`src/rtl/sa_pkg.sv`:
```
package sa_pkg;
  localparam int DATA_W = 16;
  localparam int AMT_W  = 5;

  typedef enum logic [1:0] {
    OP_ARITH = 2'd0,
    OP_LOGIC = 2'd1,
    OP_ROT   = 2'd2,
    OP_RSVD  = 2'd3
  } sa_op_e;

  typedef enum logic [1:0] {
    FILL_ZERO = 2'd0,
    FILL_SIGN = 2'd1,
    FILL_WRAP = 2'd2
  } sa_fill_e;

  function automatic logic [DATA_W-1:0] bit_rev(input logic [DATA_W-1:0] v);
    for (int i = 0; i < DATA_W; i++) bit_rev[i] = v[DATA_W-1-i];
  endfunction
endpackage

```
`src/rtl/sa_amount_dec.sv`:
```
module sa_amount_dec #(
  parameter int AMT_W = 5
) (
  input  logic [AMT_W-1:0] amount_i,
  output logic             left_o,
  output logic [AMT_W-1:0] mag_o
);
  // magnitude of the most negative code wraps to 2^(AMT_W-1), still fits unsigned
  assign left_o = amount_i[AMT_W-1];
  assign mag_o  = left_o ? (~amount_i + 1'b1) : amount_i;
endmodule

```
`src/rtl/sa_barrel_right.sv`:
```
module sa_barrel_right
  import sa_pkg::*;
#(
  parameter int W     = 16,
  parameter int MAG_W = 5
) (
  input  logic [W-1:0]     data_i,
  input  logic [MAG_W-1:0] mag_i,
  input  sa_fill_e         fill_i,
  output logic [W-1:0]     data_o
);
  logic [MAG_W:0][W-1:0] stg;
  logic                  fill_bit;

  assign fill_bit = (fill_i == FILL_SIGN) ? data_i[W-1] : 1'b0;
  assign stg[0]   = data_i;

  for (genvar k = 0; k < MAG_W; k++) begin : g_stage
    localparam int STEP   = 1 << k;
    localparam int ROT_SH = STEP % W;
    localparam int SHF_SH = (STEP > W) ? W : STEP;
    logic [2*W-1:0] wide;
    assign wide = (fill_i == FILL_WRAP) ? ({stg[k], stg[k]} >> ROT_SH)
                                        : ({{W{fill_bit}}, stg[k]} >> SHF_SH);
    assign stg[k+1] = mag_i[k] ? wide[W-1:0] : stg[k];
  end

  assign data_o = stg[MAG_W];
endmodule

```
`src/rtl/sa_flags.sv`:
```
module sa_flags #(
  parameter int W = 16
) (
  input  logic [W-1:0] result_i,
  output logic         zero_o,
  output logic         neg_o
);
  assign zero_o = (result_i == '0);
  assign neg_o  = result_i[W-1];
endmodule

```
`src/rtl/sa_shift_unit.sv`:
```
module sa_shift_unit
  import sa_pkg::*;
(
  input  logic [DATA_W-1:0] operand_i,
  input  logic [AMT_W-1:0]  amount_i,
  input  logic [1:0]        op_i,
  output logic [DATA_W-1:0] result_o,
  output logic              zero_o,
  output logic              neg_o
);
  sa_op_e            op;
  logic              left;
  logic [AMT_W-1:0]  mag;
  logic [DATA_W-1:0] net_in, net_out, shaped;
  sa_fill_e          fill;

  assign op = sa_op_e'(op_i);

  sa_amount_dec #(.AMT_W(AMT_W)) u_dec (
    .amount_i(amount_i), .left_o(left), .mag_o(mag)
  );

  // left moves: reverse, shift right, reverse back; arithmetic-left fills zero
  always_comb begin
    unique case (op)
      OP_ROT:   fill = FILL_WRAP;
      OP_ARITH: fill = left ? FILL_ZERO : FILL_SIGN;
      default:  fill = FILL_ZERO;
    endcase
  end

  assign net_in = left ? bit_rev(operand_i) : operand_i;

  sa_barrel_right #(.W(DATA_W), .MAG_W(AMT_W)) u_barrel (
    .data_i(net_in), .mag_i(mag), .fill_i(fill), .data_o(net_out)
  );

  assign shaped   = left ? bit_rev(net_out) : net_out;
  assign result_o = (op == OP_RSVD) ? '0 : shaped;

  sa_flags #(.W(DATA_W)) u_flags (
    .result_i(result_o), .zero_o(zero_o), .neg_o(neg_o)
  );

  always_comb begin
    if (op != OP_RSVD && amount_i == '0)
      assert_zero_amt_identity_R6: assert (result_o == operand_i);
    if (op == OP_ROT)
      assert_rot_keeps_ones_R3: assert ($countones(result_o) == $countones(operand_i));
    if (op == OP_ARITH && !amount_i[AMT_W-1])
      assert_arith_keeps_sign_R1: assert (result_o[DATA_W-1] == operand_i[DATA_W-1]);
    if (op == OP_LOGIC && !amount_i[AMT_W-1] && amount_i != '0)
      assert_logic_clears_msb_R2: assert (!result_o[DATA_W-1]);
    if (op != OP_ROT && amount_i[AMT_W-1])
      assert_left_clears_lsb_R4: assert (!result_o[0]);
    if (op == OP_RSVD)
      assert_rsvd_zero_R7: assert (result_o == '0 && zero_o && !neg_o);
    assert_zero_flag_R8: assert (zero_o == ($countones(result_o) == 0));
  end
endmodule

```
`config.mk`:
```
export PLATFORM = sky130hd
export DESIGN_NAME = sa_shift_unit
export DESIGN_NICKNAME = d
export VERILOG_FILES = /design/src/rtl/sa_pkg.sv /design/src/rtl/sa_amount_dec.sv /design/src/rtl/sa_barrel_right.sv /design/src/rtl/sa_flags.sv /design/src/rtl/sa_shift_unit.sv
export SDC_FILE = /design/constraint.sdc
export NUM_CORES = 1
export LEC_CHECK = 0
export BUFFER_PORTS_ARGS = -buffer_cell sky130_fd_sc_hd__buf_2
export CAP_MARGIN = 30
export CORE_MARGIN = 5
export CORE_UTILIZATION = 59
export DETAILED_ROUTE_END_ITERATION = 8
export PLACE_DENSITY = 0.85
export SLEW_MARGIN = 20
export SYNTH_ARGS = -nofsm -noshare
export SYNTH_HDL_FRONTEND = slang
export SYNTH_SLANG_ARGS = --single-unit
```
`constraint.sdc`:
```
create_clock -name vclk -period 4.7
set_input_delay 0.705 -clock vclk [all_inputs]
set_output_delay 0.705 -clock vclk [all_outputs]
set_load 0.02 [all_outputs]
```
==> flow_metrics.tcl <==
set metrics [dict create \
    status "completed" \
    critical_path.max_fanout 17 \
    die_area_sq_um 4663 \
    grt_pass1_vias 1999 \
    vias 2343 \
    clock_power_share_pct 0 \
    placed_cells 339 \
    row_count 21 \
    seqPwrFrac_pct 0 \
    crit_path_start_kind "input pin" \
    grt_usage_pct 26.52 \
    power.leakage_nw 0.9037 \
    cap_viol_max_count 0 \
    num-nets-final 319 \
    nFillCells 308 \
    ios 41 \
    period_share_pct 94.61 \
    drive_gt1_share_pct 24.23 \
    syn_to_final_growth_pct 8.240 \
    finalPower_mw 0.3656 \
    setup_tns_ns 0 \
    ir_drop_mv 0.07485 \
    wl_um 6091 \
    grt_max_degree 48 \
    clkbuf_count 0 \
    fin_cells 339 \
    gp_congestion 1.029 \
    start_util_pct 60.54 \
    io_buffers 41 \
    die_height_um 68.29 \
    n_antenna_cell 0 \
    firstDrtPassIters 4 \
    crit_path_cell_trace "buf_2 > inv_1 > ha_1 > mux2_1 > o22ai_1 > nor3_1 > mux4_2 > and2_1 > nand4bb_1 > nor3_1 > a41o_1 > buf_2" \
    drt_iter0_drc 348 \
    cts_resized 0 \
    gr-total-overflow 0 \
    synth_area_per_cell_sq_um 7.342 \
    net-switching-power_mw 0.2148 \
    cts_setup_buffers 0 \
    dpl.hpwl_um 4676 \
    die_w_um 68.29 \
    synth.yosys.seq_area_share_pct 0 \
    relSlewSlack_pct 44.66 \
    grt_pass1_wl_um 9777 \
    combinationalPowerShare_pct 100.0 \
    endpoint_kind "primary output" \
    detail_route.wl_per_cell_um 17.97 \
    fin_crit_ns 4.447 \
    antenna_found_initial 0 \
    crit_buf_inv 3 \
    seq_cells 0 \
    swShare_pct 58.76 \
    hold_viol_final 0 \
    synth_nets 297 \
    p_per_area_nw_per_um2 168.5 \
    final_max_slew_viol_count 0 \
    fmax_mhz 224.9 \
    syn_inst 273 \
    setup_viol 0 \
    ys_warn_count 0 \
    rsz0062_at_grt "false" \
    slowest_stage "mux4_2" \
    core_sq_um 3311 \
    timing.hold.ws_ns 2.147 \
    regArea_sq_um 0 \
    worst_slew_pin_slew_ns 0.8301 \
    slowest_delay_ns 0.52 \
    vias_per_cell 6.912 \
    min-delay-path-class "in2out" \
    synth_cell_types 63 \
    cpLargestDelayFamily "multiplexers" \
    cts_hold_buf 0 \
    synth_area_sq_um 2004 \
    worst_ep_arrival_time_ns 3.74 \
    drc_errors 0 \
    multiInputGateArea_sq_um 1839 \
    path_class "in2out" \
    cp.required_ns 3.99 \
    ant_nets 0 \
    intPower_mw 0.1508 \
]
==> stage by stage <==
stage	setup WS, ns	instance area, sq um	utilization [%]
global placement	0.3535	2170	65.53
finish	0.2532	2170	65.53
floorplan	0.1021	2004	-
global route	0.1010	2170	65.53
detailed placement	0.3115	2170	65.53
CTS	0.3063	2170	65.53
==> cells in the final DEF, fill, tap and decap left out, types with 4 or more instances in the layout <==
master,n
nand2_1,18
buf_2,41
nor2_1,39
buf_4,7
and2_1,9
mux2_2,6
nor3_1,8
nor2b_1,7
mux4_2,13
a211oi_1,10
o22ai_1,5
a31oi_1,4
o21ai_0,5
mux2i_1,27
nand2b_1,10
a21oi_1,16
==> metal layers <==
layer	share of wire, %	global-route usage, %	up-vias
met1	41	38.87	1075
met3	10	1.314	14
li1	-	-	1090
met5	0	0	-
met2	46	42.48	164
met4	2.3	5.955	0
==> final timing paths <==
path | from | to | slack (ns) | cells past startpoint
hold / removal | amount_i[4] | result_o[1] | 2.15 | 4
setup / recovery | amount_i[1] | zero_o | 0.25 | 12
==> logic make-up (layout without fill, tap and decap cells) <==
family | Yosys count | in the layout | synth area share (%)
compound gates | 79 | 79 | 28.90
simple gates | 107 | 107 | 26.78
mux | 49 | 49 | 33.27
fa+ha+maj | 1 | 1 | 0.6241
xor+xnor | 5 | 5 | 2.185
buf+inv | 32 | 52 | 8.239
==> cells in the mapped netlist, drive strengths merged (2+ instances only) <==
master    n  share of area (%)
xor2      2               0.87
mux2      8                4.5
o221ai    2               0.87
o22ai     5                1.6
o32a      2                1.0
a211oi   10                3.7
a2111oi   4                1.8
nor4      2               0.62
mux2i    28                 14
buf      16                5.2
a221o     2                1.0
a21boi    2               0.75
a32o      2                1.0
nor3      8                2.0
and2      9                2.8
xnor2     3                1.3
a32oi     2               0.87
o21ai     5                1.2
nand4bb   2                1.1
a2bb2oi   2               0.87
nor2b     7                2.2
or3       2               0.62
nand2    18                3.4
nand3     3               0.75
a22oi     2               0.75
inv       4               0.75
nor2     39                7.3
mux4     13                 15
clkbuf   12                2.2
a21oi    16                4.0
a31oi     4                1.2
a22o      2               0.87
nand2b   10                3.1
o31ai     4                1.7
a21o      2               0.75
==> power by group through the flow <==
stage / logic [mW] / registers, mW / clock network [mW]
floorplan: 0.271 / 0 / 0
global placement: 0.353 / 0 / 0
detailed placement: 0.358 / 0 / 0
CTS: 0.359 / 0 / 0
global route: 0.396 / 0 / 0
finish: 0.366 / 0 / 0
==> final cells by class <==
cell class,count,area share [%]
multi-input cells,241,84.77
well taps,46,2.653
repair buffers,48,11.88
inverters,4,0.6920
(Power assumes the default switching activity.)
